==> src/rtl/pxo_pkg.sv <==
package pxo_pkg;

  typedef enum logic [1:0] {
    PX_IDLE = 2'd0,
    PX_WAIT = 2'd1,
    PX_SEND = 2'd2
  } px_state_e;

  // zone of a pixel: equal-sized zones, the last one absorbs any remainder
  function automatic int unsigned zone_of(input int unsigned idx,
                                          input int unsigned zpix,
                                          input int unsigned nz);
    int unsigned q;
    q = idx / zpix;
    if (q >= nz) q = nz - 1;
    return q;
  endfunction

  // bit of a frame at a given slot: 0 start, data LSB first, then stop
  function automatic logic frame_bit(input int unsigned pos,
                                     input logic [31:0] val,
                                     input int unsigned dw);
    if (pos == 0) return 1'b0;
    if (pos > dw) return 1'b1;
    return val[pos-1];
  endfunction

endpackage

==> src/rtl/pxo_seq.sv <==
module pxo_seq
  import pxo_pkg::*;
#(
  parameter int NUM_PIX = 102,
  parameter int LAT     = 44,
  parameter int DATA_W  = 8,
  localparam int FRAME_LEN = DATA_W + 2,
  localparam int POS_W     = $clog2(FRAME_LEN),
  localparam int IDX_W     = $clog2(NUM_PIX),
  localparam int LAT_W     = $clog2(LAT + 1)
) (
  input  logic             clk,
  input  logic             rst_n,
  input  logic             start_i,
  input  logic             abort_i,
  input  logic             cmd_rst_i,
  output px_state_e        state_o,
  output logic [POS_W-1:0] pos_o,
  output logic [IDX_W-1:0] idx_o,
  output logic             lat_done_o,
  output logic             frame_done_o,
  output logic             last_pix_o
);

  px_state_e        state_q;
  logic [LAT_W-1:0] wait_q;
  logic [POS_W-1:0] pos_q;
  logic [IDX_W-1:0] idx_q;
  logic             stop_now;

  assign stop_now     = abort_i | cmd_rst_i;
  assign lat_done_o   = (state_q == PX_WAIT) && (wait_q == LAT_W'(LAT - 1));
  assign frame_done_o = (state_q == PX_SEND) && (pos_q == POS_W'(FRAME_LEN - 1));
  assign last_pix_o   = (idx_q == IDX_W'(NUM_PIX - 1));

  always_ff @(posedge clk or negedge rst_n) begin
    if (!rst_n) begin
      state_q <= PX_IDLE;
      wait_q  <= '0;
      pos_q   <= '0;
      idx_q   <= '0;
    end else if (stop_now) begin
      state_q <= PX_IDLE;
      wait_q  <= '0;
      pos_q   <= '0;
      idx_q   <= '0;
    end else begin
      case (state_q)
        PX_IDLE: if (start_i) begin
          state_q <= PX_WAIT;
          wait_q  <= '0;
        end
        PX_WAIT: begin
          if (lat_done_o) begin
            state_q <= PX_SEND;
            pos_q   <= '0;
            idx_q   <= '0;
          end else begin
            wait_q <= wait_q + 1'b1;
          end
        end
        PX_SEND: begin
          if (frame_done_o) begin
            pos_q <= '0;
            if (last_pix_o) begin
              state_q <= PX_IDLE;
              idx_q   <= '0;
            end else begin
              idx_q <= idx_q + 1'b1;
            end
          end else begin
            pos_q <= pos_q + 1'b1;
          end
        end
        default: state_q <= PX_IDLE;
      endcase
    end
  end

  assign state_o = state_q;
  assign pos_o   = pos_q;
  assign idx_o   = idx_q;

  // latency expiry leads straight into the start slot of pixel 0
  p_lat_to_first_r1: assert property (@(posedge clk) disable iff (!rst_n)
    (lat_done_o && !stop_now) |=> (state_q == PX_SEND && pos_q == '0 && idx_q == '0));

  // frame completion advances to the next pixel
  p_pix_order_r4: assert property (@(posedge clk) disable iff (!rst_n)
    (frame_done_o && !last_pix_o && !stop_now) |=> (idx_q == $past(idx_q) + 1'b1 && pos_q == '0));

  // readout ends after the last pixel
  p_end_after_last_r4: assert property (@(posedge clk) disable iff (!rst_n)
    (frame_done_o && last_pix_o && !stop_now) |=> (state_q == PX_IDLE));

  // abort stops the stream on the next edge
  p_abort_stop_r7: assert property (@(posedge clk) disable iff (!rst_n)
    abort_i |=> (state_q == PX_IDLE));

  // reset command stops the stream on the next edge
  p_cmd_rst_stop_r8: assert property (@(posedge clk) disable iff (!rst_n)
    cmd_rst_i |=> (state_q == PX_IDLE));

  // a request while sending does not disturb the frame slot count
  p_req_ignored_send_r9: assert property (@(posedge clk) disable iff (!rst_n)
    (state_q == PX_SEND && !frame_done_o && start_i && !stop_now)
      |=> (state_q == PX_SEND && pos_q == $past(pos_q) + 1'b1));

  // a request while waiting does not restart the latency
  p_req_ignored_wait_r9: assert property (@(posedge clk) disable iff (!rst_n)
    (state_q == PX_WAIT && !lat_done_o && start_i && !stop_now)
      |=> (state_q == PX_WAIT && wait_q == $past(wait_q) + 1'b1));

endmodule

==> src/rtl/pxo_zone_sel.sv <==
module pxo_zone_sel
  import pxo_pkg::*;
#(
  parameter int NUM_PIX  = 102,
  parameter int ZONE_PIX = 34,
  parameter int NZONES   = 3,
  parameter int GAIN_W   = 5,
  parameter int OFFS_W   = 8,
  localparam int IDX_W   = $clog2(NUM_PIX),
  localparam int ZSEL_W  = $clog2(NZONES)
) (
  input  logic [IDX_W-1:0]         idx_i,
  input  logic [NZONES*GAIN_W-1:0] gain_regs_i,
  input  logic [NZONES*OFFS_W-1:0] offs_regs_i,
  output logic [ZSEL_W-1:0]        zone_o,
  output logic [GAIN_W-1:0]        gain_o,
  output logic [OFFS_W-1:0]        offs_o
);

  logic [GAIN_W-1:0] gain_arr [NZONES];
  logic [OFFS_W-1:0] offs_arr [NZONES];

  for (genvar z = 0; z < NZONES; z++) begin : g_zone
    assign gain_arr[z] = gain_regs_i[z*GAIN_W +: GAIN_W];
    assign offs_arr[z] = offs_regs_i[z*OFFS_W +: OFFS_W];
  end

  assign zone_o = ZSEL_W'(zone_of(32'(idx_i), ZONE_PIX, NZONES));
  assign gain_o = gain_arr[zone_o];
  assign offs_o = offs_arr[zone_o];

endmodule

==> src/rtl/pxo_line_drv.sv <==
module pxo_line_drv
  import pxo_pkg::*;
#(
  parameter int DATA_W = 8,
  localparam int POS_W = $clog2(DATA_W + 2)
) (
  input  logic              clk,
  input  logic              rst_n,
  input  logic              sending_i,
  input  logic [POS_W-1:0]  pos_i,
  input  logic [DATA_W-1:0] val_i,
  output logic              sd_o
);

  logic line_nxt;

  assign line_nxt = sending_i ? frame_bit(32'(pos_i), 32'(val_i), DATA_W) : 1'b1;

  // launch on the falling edge so the line is settled at the rising edge
  always_ff @(negedge clk or negedge rst_n) begin
    if (!rst_n) sd_o <= 1'b1;
    else        sd_o <= line_nxt;
  end

endmodule

==> src/rtl/pixel_serial_tx.sv <==
module pixel_serial_tx
  import pxo_pkg::*;
#(
  parameter int NUM_PIX  = 102,
  parameter int ZONE_PIX = 34,
  parameter int NZONES   = 3,
  parameter int LAT      = 44,
  parameter int DATA_W   = 8,
  parameter int GAIN_W   = 5,
  parameter int OFFS_W   = 8,
  localparam int IDX_W     = $clog2(NUM_PIX),
  localparam int ZSEL_W    = $clog2(NZONES),
  localparam int FRAME_LEN = DATA_W + 2,
  localparam int POS_W     = $clog2(FRAME_LEN)
) (
  input  logic                     clk,
  input  logic                     rst_n,
  input  logic                     rd_req_i,
  input  logic                     abort_i,
  input  logic                     cmd_rst_i,
  output logic [IDX_W-1:0]         pix_idx_o,
  input  logic [DATA_W-1:0]        pix_val_i,
  input  logic [NZONES*GAIN_W-1:0] zone_gain_i,
  input  logic [NZONES*OFFS_W-1:0] zone_offs_i,
  output logic [ZSEL_W-1:0]        zone_o,
  output logic [GAIN_W-1:0]        gain_sel_o,
  output logic [OFFS_W-1:0]        offs_sel_o,
  output logic                     busy_o,
  output logic                     sd_o
);

  px_state_e        seq_state;
  logic [POS_W-1:0] seq_pos;
  logic             lat_done;
  logic             frame_done;
  logic             last_pix;
  logic             sending;

  pxo_seq #(.NUM_PIX(NUM_PIX), .LAT(LAT), .DATA_W(DATA_W)) u_seq (
    .clk         (clk),
    .rst_n       (rst_n),
    .start_i     (rd_req_i),
    .abort_i     (abort_i),
    .cmd_rst_i   (cmd_rst_i),
    .state_o     (seq_state),
    .pos_o       (seq_pos),
    .idx_o       (pix_idx_o),
    .lat_done_o  (lat_done),
    .frame_done_o(frame_done),
    .last_pix_o  (last_pix)
  );

  pxo_zone_sel #(.NUM_PIX(NUM_PIX), .ZONE_PIX(ZONE_PIX), .NZONES(NZONES),
                 .GAIN_W(GAIN_W), .OFFS_W(OFFS_W)) u_zone (
    .idx_i      (pix_idx_o),
    .gain_regs_i(zone_gain_i),
    .offs_regs_i(zone_offs_i),
    .zone_o     (zone_o),
    .gain_o     (gain_sel_o),
    .offs_o     (offs_sel_o)
  );

  assign sending = (seq_state == PX_SEND);
  assign busy_o  = (seq_state != PX_IDLE);

  pxo_line_drv #(.DATA_W(DATA_W)) u_line (
    .clk      (clk),
    .rst_n    (rst_n),
    .sending_i(sending),
    .pos_i    (seq_pos),
    .val_i    (pix_val_i),
    .sd_o     (sd_o)
  );

  // the line launched for an idle state is high
  p_idle_high_r6: assert property (@(posedge clk) disable iff (!rst_n)
    !busy_o |-> sd_o);

  // start slot carries a low bit
  p_start_bit_r2: assert property (@(posedge clk) disable iff (!rst_n)
    (sending && seq_pos == '0) |-> !sd_o);

  // stop slot carries a high bit
  p_stop_bit_r2: assert property (@(posedge clk) disable iff (!rst_n)
    (sending && seq_pos == POS_W'(FRAME_LEN - 1)) |-> sd_o);

  // crossing the first zone border selects the second zone
  p_zone_step_r5: assert property (@(posedge clk) disable iff (!rst_n)
    (pix_idx_o == IDX_W'(ZONE_PIX) && $past(pix_idx_o) == IDX_W'(ZONE_PIX - 1))
      |-> (zone_o == ZSEL_W'(1)));

  // busy rises only after a request
  p_busy_rise_r11: assert property (@(posedge clk) disable iff (!rst_n)
    $rose(busy_o) |-> $past(rd_req_i));

endmodule

==> config.mk <==
export PLATFORM = sky130hd
export DESIGN_NAME = pixel_serial_tx
export DESIGN_NICKNAME = d
export VERILOG_FILES = /design/src/rtl/pxo_pkg.sv /design/src/rtl/pxo_seq.sv /design/src/rtl/pxo_zone_sel.sv /design/src/rtl/pxo_line_drv.sv /design/src/rtl/pixel_serial_tx.sv
export SDC_FILE = /design/constraint.sdc
export NUM_CORES = 1
export LEC_CHECK = 0
export ABC_AREA = 1
export CAP_MARGIN = 0
export CORE_AREA = 2 2 64 66
export DETAILED_ROUTE_END_ITERATION = 10
export DIE_AREA = 0 0 66 68
export DONT_BUFFER_PORTS = 1
export PLACE_DENSITY = 0.75
export SYNTH_ARGS = -nofsm -noshare
export SYNTH_HDL_FRONTEND = slang
export SYNTH_HIERARCHICAL = 1
export SYNTH_SLANG_ARGS = --single-unit
==> constraint.sdc <==
create_clock -name clk -period 1.9 [get_ports clk]
set_input_delay 0.19 -clock clk [delete_from_list [all_inputs] [get_ports clk]]
set_output_delay 0.19 -clock clk [all_outputs]
set_load 0.02 [all_outputs]
Yosys cells after proc, flatten, opt, wreduce, memory -nomap -nowiden
Index checks and enable logic that the tools add are counted.

Output and inout port bits: 24. Register bits: 20. Logic and storage cells: 73. Input port bits: 52.

Div/mod/pow operators: 1. Bitwise logic cells: 2. Reductions and logical operators: 11. Mux-type cells: 36. Magnitude comparators: 4. Add/sub/neg operators: 4. Equal/unequal tests: 10.

Operator list (number): $div A7 B6 Y32 const B (1); $ge A32 B2 Y1 const B (1); $lt A32 B6 Y1 const B (1); $mux W7 (4); $mux W6 (3); $bmux W8 S2 (1); $mux W8 (2); $pmux W7 S2 (1); $mux W2 (6); $mux W4 (3); $pmux W6 S2 (1); $bmux W5 S2 (1); $mux W5 (2); $mux W1 (9); $ne A3 B2 Y1 const B (3); $pmux W4 S2 (1); $add A7 B1 Y7 const B (1); $eq A7 B7 Y1 const B (1); $add A6 B1 Y6 const B (1); $eq A6 B6 Y1 const B (1); $ne A3 B3 Y1 const B (2); $pmux W2 S3 (1); $reduce_and A3 Y1 (2); $reduce_bool A3 Y1 (2); 16 further kinds (17).

Depth between registers and ports, before layout
Depth in word-level cells: 7. Mapped depth: 10. Gate-level depth less buffers: 10.

Cells and area by module
The synthesis kept the hierarchy.

Modules (own cells, without submodules): pxo_seq (cells each 171, instances 1, area each 1263.7 um^2); pxo_zone_sel (cells each 111, instances 1, area each 513.0 um^2); pxo_line_drv (cells each 37, instances 1, area each 196.4 um^2); pixel_serial_tx (cells each 4, instances 1, area each 15.0 um^2).

==> impl_results.rst <==
.. list-table::
   :header-rows: 1

   * - Metric
     - Value
   * - Outcome
     - finished with violations
   * - Failing checks
     - negative setup slack
   * - Areal power density over the cells
     - 478 nW/um2
   * - Total design power
     - 1.13 mW
   * - Number of fill cells in the layout
     - 367
   * - Vias per cell
     - 5.18
   * - Number of antenna repair diodes
     - 0
   * - Leakage power summed over all cells
     - 1.42 nW
   * - Starting DRC count in detailed routing
     - 82
   * - Clk buf depth
     - 2
   * - Vert. Die Dim
     - 68 um
   * - Wire length of the first global-routing pass
     - 7000 um
   * - Instance area at placement
     - 2210 um2
   * - Unrepaired setup endpoints after global routing
     - true
   * - Max-slew violation total from the final report
     - 0
   * - Detailed Place HPWL
     - 3500 um
   * - Endpoint of the worst-slack reg-to-reg timing path
     - u_line/sd_o
   * - Uppermost layer routed
     - met4
   * - Total internal power
     - 0.729 mW
   * - Combined area of all synthesized cells
     - 1980 um2
   * - I/O pins
     - 76
   * - Number of buffers created by CTS
     - 3
   * - Hold Crit Endpoint
     - u_seq/wait_q[2]
   * - DRT antenna net count
     - 0
   * - Power share of the clock group
     - 0.263
   * - Met1 routed wirelength after detailed routing
     - 1930 um
   * - CTS tree
     - done
   * - Number of rows created at floorplan
     - 23
   * - Post-synth net total
     - 380
   * - GRT Residual Overflow
     - 0
   * - Maxcap violations
     - 0
   * - Syn Inst Count
     - 320
   * - Post-route standard cell area excluding fillers
     - 2350 um2
   * - Path category of the worst min-delay check
     - input pin to flop
   * - Synth-to-Final Area Change
     - 19.1%
   * - Post-placement worst setup slack
     - -0.242 ns
   * - Proportion of power drawn by flip-flops and latches
     - 0.421
   * - Kind of start point of the critical path
     - flop
   * - Final clock skew
     - 0.0666 ns
   * - Hold path depth
     - 4
   * - Weighted congestion reported at the end of routability-driven placement
     - 0.822
   * - Core region area
     - 3860 um2
   * - Number of search-and-repair iterations in the first detailed-routing pass
     - 4
   * - Headroom to the max-slew limit
     - 0.426
   * - Clock transition at path regs
     - 0.07 ns
   * - Horizontal extent of the die
     - 66 um
   * - Met3 wirelength from detailed routing
     - 303 um
   * - Min setup slack post-route
     - -0.136 ns
   * - Number of clock sinks
     - 20
   * - Total DRC errors in the routed layout
     - 0
   * - Worst EP required
     - 1.71 ns
   * - Maximum fanout count along the critical path
     - 1
   * - Worst reg2reg startpoint
     - u_seq/pos_o[0]
   * - Initial antenna violation count
     - 0
   * - Die area
     - 4490 um2
   * - Final Instance Count excl. Fillers
     - 402
   * - Starting utilization of the core area
     - 0.513
   * - Register-to-register path setup slack
     - -0.12 ns
   * - Routed wire per std cell
     - 12.0 um
   * - Total via count after detailed routing
     - 2083
   * - Depth of the CTS H-tree
     - 1
   * - Kind of capture point of the worst setup path
     - output port
   * - Slew of the pin with the lowest slew margin
     - 0.858 ns
   * - Startpoint-to-endpoint class of the critical path
     - flop to output port
   * - Switching share of power
     - 0.353
   * - Yosys Warn Count
     - 6
   * - Final TNS setup
     - -0.258 ns
   * - Clock latency on the worst-skew pair
     - 0.32 ns
   * - Largest net degree at the start of global routing
     - 28
   * - Overall Global Routing Usage
     - 0.196
   * - Number of nets in the finished design
     - 413
   * - Final routed wirelength across all metal layers
     - 4830 um
   * - Share of post-route cells with drive strength above 1
     - 0.233
   * - Arrival time worst endpoint
     - 1.85 ns
   * - Final hold violations
     - 0
   * - Final Setup Violations
     - 2
   * - Syn avg cell area
     - 6.18 um2
   * - Routed wl met2
     - 2530 um
   * - Library cell used as clock root buffer
     - sky130_fd_sc_hd__clkbuf_8
   * - Buffers added on ports
     - 0
   * - Hold_sp
     - rd_req_i
   * - Net Switching
     - 0.397 mW
   * - Logic pwr share
     - 0.316
   * - Max VDD drop
     - 0.000352 V
   * - Dpl cells
     - 391
   * - Length in cells of the worst reg-to-reg path
     - 8
   * - Vias in the first global route
     - 1679
[per-layer routing]
layer / vias to the layer above / track usage
met2: 71 / 0.380
met4: 0 / 0.0816
met1: 938 / 0.218
met3: 5 / 0.0214
met5: - / 0
li1: 1069 / -
[layout by cell type, fill, tap and decap left out, types with 2 or more instances in the layout]
cell type / instances
sky130_fd_sc_hd__buf_4: 30
sky130_fd_sc_hd__inv_2: 9
sky130_fd_sc_hd__nor2_1: 60
sky130_fd_sc_hd__nand2_1: 72
sky130_fd_sc_hd__inv_1: 39
sky130_fd_sc_hd__dfrtp_2: 2
sky130_fd_sc_hd__inv_4: 2
sky130_fd_sc_hd__clkbuf_8: 3
sky130_fd_sc_hd__nand4_1: 7
sky130_fd_sc_hd__nand2_2: 12
sky130_fd_sc_hd__o21ai_1: 5
sky130_fd_sc_hd__nand2_4: 6
sky130_fd_sc_hd__nor2_4: 2
sky130_fd_sc_hd__nand3_1: 34
sky130_fd_sc_hd__xor2_1: 5
sky130_fd_sc_hd__nor2_2: 5
sky130_fd_sc_hd__nand3_2: 5
sky130_fd_sc_hd__dfrtp_1: 17
sky130_fd_sc_hd__ha_1: 7
sky130_fd_sc_hd__a21oi_1: 17
[stage by stage]
stage                     hold slack (ns)   util
after global routing                0.302  0.611
after floorplan                    -0.106      -
after global placement             -0.105  0.574
after CTS                           0.263  0.589
final                               0.270  0.611
after detailed placement           -0.105  0.574
[worst max-delay path by stage]
stage,start,end,cells after the start
floorplan,u_seq/pos_o[0],u_line/sd_o,8
detailed placement,u_seq/pos_o[1],u_line/sd_o,8
CTS,u_line/sd_o,sd_o,0
global placement,u_seq/pos_o[1],u_line/sd_o,10
global route,u_seq/pos_o[0],u_line/sd_o,8
finish,u_line/sd_o,sd_o,0
[tightest hold or removal path, stage by stage]
cell                      delay [ns]
sky130_fd_sc_hd__inv_1          0.04
sky130_fd_sc_hd__nand2_1        0.11
sky130_fd_sc_hd__nand3_1        0.11
sky130_fd_sc_hd__nand2_1        0.05
[sequential cells by signal, indices dropped and copies added (netlist names)]
register       flops
u_seq/idx_o        7
u_seq/wait_q       6
u_seq/pos_o        4
u_seq/state_o      2
u_line/sd_o        1
[power groups by stage]
stage          clock network, mW  logic (mW)  registers, mW
5_1_grt                    0.334       0.395          0.477
4_1_cts                    0.310       0.346          0.474
3_5_place_dp             0.00659       0.333          0.483
3_3_place_gp             0.00659       0.324          0.482
6_report                   0.296       0.356          0.474
2_1_floorplan            0.00659       0.239          0.488
[layout make-up]
cell class                 instances  area [um2]  area share
tap                               50        62.6      0.0266
multi-input combinational        247        1320       0.558
sequential                        20         504       0.214
clock buffer                       4        45.0      0.0191
timing repair buffer              31         235      0.0999
inverter                          49         189      0.0802
clock inverter                     1        3.75     0.00159
[what timing repair did]
action / CTS / global route
setup buffers: 0 / 2
cloned: 0 / 4
gates resized for setup: 2 / 13
setup endpoints to repair: 2 / 16
hold endpoints to repair: 19 / 0
pin swaps: 0 / 6
hold buffers: 1 / 0
Note: power is estimated with default switching activity, not from simulation.
